**config.mk**
```make
export PLATFORM = sky130hd
export DESIGN_NAME = cmdptr_i2c_slave
export DESIGN_NICKNAME = d
export VERILOG_FILES = /design/src/rtl/cmdptr_pkg.sv /design/src/rtl/cmdptr_sync.sv /design/src/rtl/cmdptr_cond_det.sv /design/src/rtl/cmdptr_i2c_slave.sv
export SDC_FILE = /design/constraint.sdc
export NUM_CORES = 1
export LEC_CHECK = 0
export ABC_CLOCK_PERIOD_IN_PS = 5600
export BUFFER_PORTS_ARGS = -buffer_cell sky130_fd_sc_hd__buf_2
export CORE_MARGIN = 4
export CORE_UTILIZATION = 27
export CTS_BUF_LIST = sky130_fd_sc_hd__clkbuf_8
export DETAILED_ROUTE_END_ITERATION = 8
export GPL_ROUTABILITY_DRIVEN = 0
export PLACE_DENSITY = 0.51
export SYNTH_ARGS = -nofsm -noshare
export SYNTH_HDL_FRONTEND = slang
export SYNTH_HIERARCHICAL = 1
export SYNTH_SLANG_ARGS = --single-unit
```
**constraint.sdc**
```tcl
create_clock -name clk -period 5.6 [get_ports clk]
set_clock_uncertainty 0.2 [all_clocks]
set_input_delay 0.28 -clock clk [delete_from_list [all_inputs] [get_ports clk]]
set_output_delay 0.28 -clock clk [all_outputs]
set_load 0.05 [all_outputs]
```
**src/rtl/cmdptr_pkg.sv**
```systemverilog
package cmdptr_pkg;

    localparam int BYTE_W = 8;
    localparam int ADDR_W = 7;

    typedef enum logic [3:0] {
        ST_IDLE,
        ST_ADDR,
        ST_ADDR_ACK,
        ST_CMD,
        ST_CMD_ACK,
        ST_WR,
        ST_WR_ACK,
        ST_RD_LOAD,
        ST_RD_BIT,
        ST_RD_ACK,
        ST_RD_WAIT
    } slv_state_t;

    // Events derived from the synchronized bus lines
    typedef struct packed {
        logic start;
        logic stop;
        logic scl_rise;
        logic scl_fall;
        logic sda;
    } bus_evt_t;

    function automatic logic addr_hit(input logic [ADDR_W-1:0] rx,
                                      input logic [ADDR_W-1:0] base,
                                      input logic [ADDR_W-1:0] strap_ext);
        return rx == (base | strap_ext);
    endfunction

endpackage

```
**src/rtl/cmdptr_sync.sv**
```systemverilog
module cmdptr_sync #(
    parameter int STAGES = 2
) (
    input  logic clk,
    input  logic rst,
    input  logic din,
    output logic dout
);
    logic [STAGES-1:0] chain;

    always_ff @(posedge clk) begin
        if (rst) chain <= '1;
        else     chain <= {chain[STAGES-2:0], din};
    end

    assign dout = chain[STAGES-1];
endmodule

```
**src/rtl/cmdptr_cond_det.sv**
```systemverilog
module cmdptr_cond_det
    import cmdptr_pkg::*;
(
    input  logic     clk,
    input  logic     rst,
    input  logic     scl_s,
    input  logic     sda_s,
    output bus_evt_t evt
);
    logic scl_q, sda_q;

    always_ff @(posedge clk) begin
        if (rst) begin
            scl_q <= 1'b1;
            sda_q <= 1'b1;
        end else begin
            scl_q <= scl_s;
            sda_q <= sda_s;
        end
    end

    always_comb begin
        evt.scl_rise = scl_s & ~scl_q;
        evt.scl_fall = ~scl_s & scl_q;
        evt.start    = scl_s & scl_q & sda_q & ~sda_s;
        evt.stop     = scl_s & scl_q & ~sda_q & sda_s;
        evt.sda      = sda_s;
    end
endmodule

```
**src/rtl/cmdptr_i2c_slave.sv**
```systemverilog
module cmdptr_i2c_slave
    import cmdptr_pkg::*;
#(
    parameter int                STRAP_W   = 3,
    parameter int                IDX_W     = 3,
    parameter int                SYNC_DEPTH = 2,
    parameter logic [ADDR_W-1:0] ADDR_BASE = 7'h20
) (
    input  logic               clk,
    input  logic               rst,
    input  logic               scl_i,
    input  logic               sda_i,
    input  logic [STRAP_W-1:0] strap_i,
    output logic               sda_pull_o,
    output logic [IDX_W-1:0]   reg_idx_o,
    output logic [BYTE_W-1:0]  reg_wdata_o,
    output logic               reg_we_o,
    output logic               reg_rd_o,
    input  logic [BYTE_W-1:0]  reg_rdata_i
);
    localparam int CNT_W = $clog2(BYTE_W + 1);
    localparam int NLINE = 2;

    // line 0 = SCL, line 1 = SDA
    logic [NLINE-1:0] line_raw, line_s;
    assign line_raw = {sda_i, scl_i};

    for (genvar g = 0; g < NLINE; g++) begin : g_sync
        cmdptr_sync #(.STAGES(SYNC_DEPTH)) u_sync (
            .clk (clk),
            .rst (rst),
            .din (line_raw[g]),
            .dout(line_s[g])
        );
    end

    logic scl_s, sda_s;
    assign scl_s = line_s[0];
    assign sda_s = line_s[1];

    bus_evt_t evt;
    cmdptr_cond_det u_det (
        .clk  (clk),
        .rst  (rst),
        .scl_s(scl_s),
        .sda_s(sda_s),
        .evt  (evt)
    );

    slv_state_t        st;
    logic [CNT_W-1:0]  bitcnt;
    logic [BYTE_W-1:0] shreg, txreg;
    logic [IDX_W-1:0]  ptr;
    logic              rw;
    logic              hit;

    assign hit = addr_hit(shreg[BYTE_W-1:1], ADDR_BASE, ADDR_W'(strap_i));

    always_ff @(posedge clk) begin
        if (rst) begin
            st          <= ST_IDLE;
            bitcnt      <= '0;
            shreg       <= '0;
            txreg       <= '0;
            ptr         <= '0;
            rw          <= 1'b0;
            sda_pull_o  <= 1'b0;
            reg_idx_o   <= '0;
            reg_wdata_o <= '0;
            reg_we_o    <= 1'b0;
            reg_rd_o    <= 1'b0;
        end else begin
            reg_we_o <= 1'b0;
            reg_rd_o <= 1'b0;
            if (evt.start) begin
                st         <= ST_ADDR;
                bitcnt     <= '0;
                sda_pull_o <= 1'b0;
            end else if (evt.stop) begin
                st         <= ST_IDLE;
                bitcnt     <= '0;
                sda_pull_o <= 1'b0;
            end else begin
                unique case (st)
                    ST_ADDR, ST_CMD, ST_WR: begin
                        if (evt.scl_rise) begin
                            shreg  <= {shreg[BYTE_W-2:0], evt.sda};
                            bitcnt <= bitcnt + 1'b1;
                        end else if (evt.scl_fall && bitcnt == CNT_W'(BYTE_W)) begin
                            bitcnt <= '0;
                            if (st == ST_ADDR) begin
                                if (hit) begin
                                    sda_pull_o <= 1'b1;
                                    rw         <= shreg[0];
                                    st         <= ST_ADDR_ACK;
                                end else begin
                                    st <= ST_IDLE;
                                end
                            end else if (st == ST_CMD) begin
                                ptr        <= shreg[IDX_W-1:0];
                                sda_pull_o <= 1'b1;
                                st         <= ST_CMD_ACK;
                            end else begin
                                reg_we_o    <= 1'b1;
                                reg_idx_o   <= ptr;
                                reg_wdata_o <= shreg;
                                ptr         <= ptr ^ IDX_W'(1);
                                sda_pull_o  <= 1'b1;
                                st          <= ST_WR_ACK;
                            end
                        end
                    end
                    ST_ADDR_ACK: begin
                        if (evt.scl_fall) begin
                            sda_pull_o <= 1'b0;
                            if (rw) begin
                                reg_rd_o  <= 1'b1;
                                reg_idx_o <= ptr;
                                st        <= ST_RD_LOAD;
                            end else begin
                                st <= ST_CMD;
                            end
                        end
                    end
                    ST_CMD_ACK, ST_WR_ACK: begin
                        if (evt.scl_fall) begin
                            sda_pull_o <= 1'b0;
                            st         <= ST_WR;
                        end
                    end
                    ST_RD_LOAD: begin
                        txreg      <= reg_rdata_i;
                        sda_pull_o <= ~reg_rdata_i[BYTE_W-1];
                        bitcnt     <= '0;
                        st         <= ST_RD_BIT;
                    end
                    ST_RD_BIT: begin
                        if (evt.scl_fall) begin
                            if (bitcnt == CNT_W'(BYTE_W - 1)) begin
                                sda_pull_o <= 1'b0;
                                bitcnt     <= '0;
                                st         <= ST_RD_ACK;
                            end else begin
                                txreg      <= txreg << 1;
                                sda_pull_o <= ~txreg[BYTE_W-2];
                                bitcnt     <= bitcnt + 1'b1;
                            end
                        end
                    end
                    ST_RD_ACK: begin
                        if (evt.scl_rise) begin
                            ptr <= ptr ^ IDX_W'(1);
                            st  <= evt.sda ? ST_IDLE : ST_RD_WAIT;
                        end
                    end
                    ST_RD_WAIT: begin
                        if (evt.scl_fall) begin
                            reg_rd_o  <= 1'b1;
                            reg_idx_o <= ptr;
                            st        <= ST_RD_LOAD;
                        end
                    end
                    default: st <= ST_IDLE;
                endcase
            end
        end
    end
endmodule

```
# Word level (Yosys, flattened, before mapping)
# Cells that the tools add are included.
# W data, S select, Z words.
# op_classes
eq_ne,36
add_sub_neg,1
reduce_logical,22
mux,51
bitwise_logic,22
# op_table
operator,count
$mux W4,14
$mux W3,12
$ne A4 B4 Y1 const B,8
$pmux W4 S7,1
$ne A2 B2 Y1 const B,12
$reduce_and A8 Y1,3
$reduce_and A7 Y1,3
$eq A4 B3 Y1 const B,5
$eq A4 B4 Y1 const B,4
$not A1 Y1,15
$mux W1,14
$mux W7,2
$pmux W7 S2,1
$pmux W4 S3,1
$reduce_and A10 Y1,1
$pmux W3 S3,1
$reduce_or A3 Y1,3
$eq A4 B2 Y1 const B,2
$and A1 B1 Y1,7
$eq A7 B6 Y1,1
$reduce_or A7 Y1,1
$ne A3 B3 Y1 const B,2
$pmux W3 S2,1
$reduce_and A6 Y1,1
other kinds (14),17
# word_totals
in_bits,15
out_inout_bits,14
register_bits,47

# Longest topological paths before layout
# depth
ltp_word,8
mapped_depth,7

# By module
# Netlist, hierarchy kept.
# modules_own_cells
module,area_each_um2,cells_per_inst,seq_area_each_um2,instances
cmdptr_i2c_slave,2132.0,244,820.8,1
cmdptr_sync,52.6,4,40.0,2
cmdptr_cond_det,92.6,9,40.0,1

# Worst setup path before layout
# OpenSTA, ideal clock, no wires.
# synth_timing
kind,register -> register
start,register g_sync[0].u_sync.chain[1]
end,register bitcnt[3]
path_buffers,1
path_slack_ns,3.616
required_time_ns,5.330
period_less_slack_ns,1.984
stages_incl_launch_ff,8
arrival_time_ns,1.714
path_cell_list,dfxtp_1 -> nor2b_1 -> buf_2 -> a21oi_1 -> a21oi_1 -> a21oi_2 -> or4b_1 -> a21oi_1
# synth_lines
item,line_no,text
start: declaration,cmdptr_sync.sv:9,logic [STAGES-1:0] chain;
start signal: assignment,cmdptr_sync.sv:13,"else chain <= {chain[STAGES-2:0], din};"
end signal: assignment,cmdptr_i2c_slave.sv:88,bitcnt <= bitcnt + 1'b1;
end signal: assignment,cmdptr_i2c_slave.sv:146,bitcnt <= bitcnt + 1'b1;
end: declaration,cmdptr_i2c_slave.sv:51,logic [CNT_W-1:0] bitcnt;

# Worst setup path after layout
# layout_timing
start,register st[3]
end,register txreg[4]
# layout_via
elab_chain_len,3
# layout_rtl
item,line_no,text
start: declaration,cmdptr_i2c_slave.sv:50,slv_state_t st;
start signal: assignment,cmdptr_i2c_slave.sv:153,st <= evt.sda ? ST_IDLE : ST_RD_WAIT;
$eq A4 B4 Y1 / $eq A4 B3 Y1 (equally long branches),cmdptr_i2c_slave.sv:84,unique case (st)
$ne A2 B2 Y1 (no line) / $reduce_bool A2 Y1 (equally long branches),-,
$reduce_and A5 Y1 (no line),-,
end signal: assignment,cmdptr_i2c_slave.sv:132,txreg <= reg_rdata_i;
end signal: assignment,cmdptr_i2c_slave.sv:144,txreg <= txreg << 1;
end: declaration,cmdptr_i2c_slave.sv:52,"logic [BYTE_W-1:0] shreg, txreg;"
# Several ways; a longest one is shown, not always the timed one.
# A chain may end at the register's enable or synchronous reset.

==> summary.md <==
| Metric | Value |
|---|---|
| Outcome | `completed` |
| Synth-to-layout area growth | `13.3%` |
| H-tree Lvls | `2` |
| Kind of critical path | `register to register` |
| DRT Wirelength | `roughly 5300 µm` |
| Nets | `roughly 300` |
| Critical Path RT | `between 5000 and 6000 ps` |
| Drt first pass iters | `4` |
| Seq cells post-synth | `47` |
| GRT overflow | `0` |
| Max incr delay on CP | `860 ps` |
| Vias | `roughly 1900` |
| Share of cells above drive strength 1 | `between 15 and 20%` |
| Sink Count | `47` |
| CP max FO | `23` |
| Routed Antenna Nets | `0` |
| Post-Place Cells | `~380` |
| Min Tclk post-route | `a little under 3000 ps` |
| Root Buffer | `clkbuf_8` |
| Number of cells on the critical path | `5` |
| GRT Overall Usage | `10.9%` |
| Vias in the first global route | `1770` |
| Clock Latency Late Sink | `about 300 ps` |
| Routing usage on met2 | `between 15 and 20%` |
| Slew @ Worst Pin | `~1000 ps` |
| I/O pin count | `29` |
| Fin cells | `around 390` |
| Crit path to | `txreg[4]` |
| TritonCTS clock tree | `yes` |
| Crit share post-route | `between 50% and 60%` |
| Die width | `just over 100 µm` |
| Relative max-transition margin | `about a third` |
| Die height | `between 100 and 150 µm` |
| Worst Setup Start Kind | `register` |
| RSZ-0062 raised after global routing | `no` |
| Initial antenna violation count | `0` |
| Net Count, Synth | `about 280` |
| M1 GR Usage | `15.7%` |
| Pre-CTS setup slack | `about 2600 ps` |
| WL per Instance | `between 10 and 15 µm` |
| Post-synth ARST share | `0%` |
| Busiest grt layer | `met2` |
| Ys Warns | `6` |
| Max cap viols | `0` |
| CP cell instances | `nor4b_4, nand3_1, a21boi_2, nor2_1, a211oi_1` |
| Post-route DRC violation count | `0` |
| Yosys cell types | `56` |
| Synth Flop Type | `dfxtp_1` |
| Mapped Cells | `approximately 260` |
| TritonCTS buffer count | `5` |
| Reg2Reg Launch Point | `st[3]` |
| Setup tns final | `0 ps` |
| Worst-path clk slew | `90 ps` |
| Sequential fraction of the synthesis area | `around two fifths` |
| I/O Buffers | `28` |
| Worst setup EP type | `register` |
| Initial Utilization | `28.1%` |
| CP delay by family, top | `simple AND/OR/NAND/NOR gates` |
| Slowest CP cell | `nor4b_4` |
| Rows | `33` |
| M3 GR Usage | `under 10%` |
| Placed Area | `between 2000 and 2500 µm²` |
| Worst path bufs/invs | `0` |
| Initial DRC Count | `170` |
| Final slew viol count | `0` |
| Die area | `roughly 10000 µm²` |
| Reg2reg end | `txreg[4]` |
| Mean Syn Cell Area | `8.93 µm²` |
| Final Hold Fails | `0` |
| R2R Setup Slk | `2650 ps` |
| Core Box Area | `8300 µm²` |
| CP startpoint | `st[3]` |
| Cell Area, Synth | `2330 µm²` |
| Max IR drop VDD | `approximately 0.14 mV` |
| PwrDens | `between 200 and 250 nW/µm²` |
| Deepest clock path buffer count | `2` |
| Largest net degree at the start of global routing | `42` |
| R2R depth | `5` |
| Hold Crit Class | `input pin to register` |
| Pleak | `roughly 0.0010 µW` |
| Critical Path AT | `just under 3000 ps` |
| Fin area | `roughly 2600 µm²` |
| Ant. Diodes | `0` |
| First-pass GRT wire length | `~9100 µm` |
| EDFF count, synth | `0` |
| Fmax | `0.339 GHz` |
| Final hold slack | `about 54 ps` |
| Final setup fails | `0` |
| DP Wirelength | `between 3000 and 4000 µm` |
| Post-route setup slack | `2650 ps` |
| Avg Vias per Cell | `about 5` |
cell type report:
class,instances,area [µm²]
Multi-Input combinational cell,193,1280
Sequential cell,47,941
Fill cell,908,5660
Inverter,2,7.51
Timing Repair Buffer,30,160
Clock buffer,6,82.6
Tap cell,105,131
Clock inverter,2,38.8
repair_timing:
| item | 4_1_cts | 5_1_grt |
|---|---|---|
| endpoints found under the hold margin | 2 | 0 |
| endpoints found under the setup margin | 0 | 0 |
| gates resized for setup | 0 | 0 |
| setup buffers | 0 | 0 |
| hold buffers | 2 | 0 |
worst min-delay path by stage:
| stage | startpoint | to | cells past startpoint |
|---|---|---|---|
| 6_report | reg_rdata_i[0] | txreg[0] | 3 |
| 5_1_grt | reg_rdata_i[0] | txreg[0] | 3 |
| 3_5_place_dp | g_sync[0].u_sync/chain[0] | g_sync[0].u_sync/chain[1] | 1 |
| 4_1_cts | reg_rdata_i[0] | txreg[0] | 3 |
| 3_3_place_gp | g_sync[0].u_sync/chain[0] | g_sync[0].u_sync/chain[1] | 1 |
| 2_1_floorplan | rst | g_sync[0].u_sync/chain[0] | 1 |
sequential cells by signal, indices dropped and copies added, names as in the netlist, 3 cells and up:
signal	count
bitcnt	4
g_sync.u_sync/chain	4
ptr	3
reg_idx_o	3
reg_wdata_o	8
shreg	8
st	4
txreg	7
where the power goes:
part,switching (µW),internal [µW]
Combinational,18.5,12.3
Clock,124,147
Sequential,3.65,337
Total,146,496
stage by stage:
step,total power (µW),util [%]
6_report,642,31.8
5_1_grt,667,31.8
4_1_cts,651,31.8
3_5_place_dp,378,30.1
3_3_place_gp,378,30.1
2_1_floorplan,369,-
per-layer routing:
layer | vias to the layer above | share of wire, %
met5 | - | 0
li1 | 982 | -
met3 | 5 | 5.6
met1 | 888 | 50
met4 | 0 | 0.68
met2 | 51 | 43
synth_stat cells (2+ instances only):
| library cell | count | area [µm²] |
|---|---|---|
| nor2_1 | 27 | 101 |
| o21a_1 | 2 | 15.0 |
| dfxtp_1 | 47 | 941 |
| or3_1 | 4 | 25.0 |
| a211oi_1 | 7 | 52.6 |
| nand2_1 | 19 | 71.3 |
| o211ai_1 | 2 | 15.0 |
| nor2b_1 | 5 | 31.3 |
| buf_6 | 2 | 22.5 |
| or4b_1 | 2 | 20.0 |
| nand4_1 | 3 | 18.8 |
| a21oi_2 | 2 | 17.5 |
| and4b_1 | 2 | 20.0 |
| nand2b_1 | 9 | 56.3 |
| a221oi_1 | 2 | 17.5 |
| buf_2 | 6 | 30.0 |
| nand3b_1 | 5 | 37.5 |
| nand3_1 | 11 | 55.1 |
| buf_4 | 2 | 15.0 |
| ha_1 | 2 | 25.0 |
| nand4b_1 | 2 | 17.5 |
| nor3_1 | 5 | 25.0 |
| a21oi_1 | 17 | 85.1 |
| clkbuf_1 | 7 | 26.3 |
| mux2i_1 | 20 | 200 |
| nor4b_1 | 2 | 17.5 |
| xnor2_1 | 3 | 26.3 |
| o21ai_0 | 6 | 30.0 |
| inv_1 | 2 | 7.51 |
| nor4_1 | 3 | 18.8 |
| or2_1 | 6 | 37.5 |
| a31oi_1 | 2 | 12.5 |
| o32ai_1 | 2 | 17.5 |
worst register-to-register path: cells and delay by family (launching register included):
family	cells	cell delay [ps]
AND/OR/NAND/NOR	3	1150
AO/OA/AOI/OAI	2	730
flip-flops	1	790
layout by cell type, fill, tap and decap left out, types with 2 or more instances in the layout:
master          n
xnor2_1         3
or2_1           6
inv_1           2
or3_1           4
nand4b_1        2
a221oi_1        2
dfxtp_1        47
o32ai_1         2
nand2b_1        9
buf_2          28
ha_1            2
nor4_1          3
nand3_1        11
o21a_1          2
nor4b_1         2
nand2_1        19
o211ai_1        2
a21oi_1        17
and4b_1         2
nand4_1         3
a211oi_1        7
nor3_1          5
mux2i_1        20
nor2_1         27
dlygate4sd3_1   2
nand3b_1        5
a21oi_2         2
or4b_1          2
nor2b_1         5
clkbuf_8        6
o21ai_0         6
a31oi_1         2
kinds of logic (layout without fill, tap and decap cells):
| group | Yosys count | count (layout) | share of synthesized area (%) |
|---|---|---|---|
| flops | 47 | 47 | 40.4 |
| simple gates | 115 | 115 | 28.7 |
| buf+inv | 21 | 40 | 4.73 |
| mux | 20 | 20 | 8.59 |
| xor+xnor | 4 | 4 | 1.50 |
| compound gates | 52 | 52 | 15.0 |
| fa+ha+maj | 2 | 2 | 1.07 |
(Power assumes the default switching activity.)
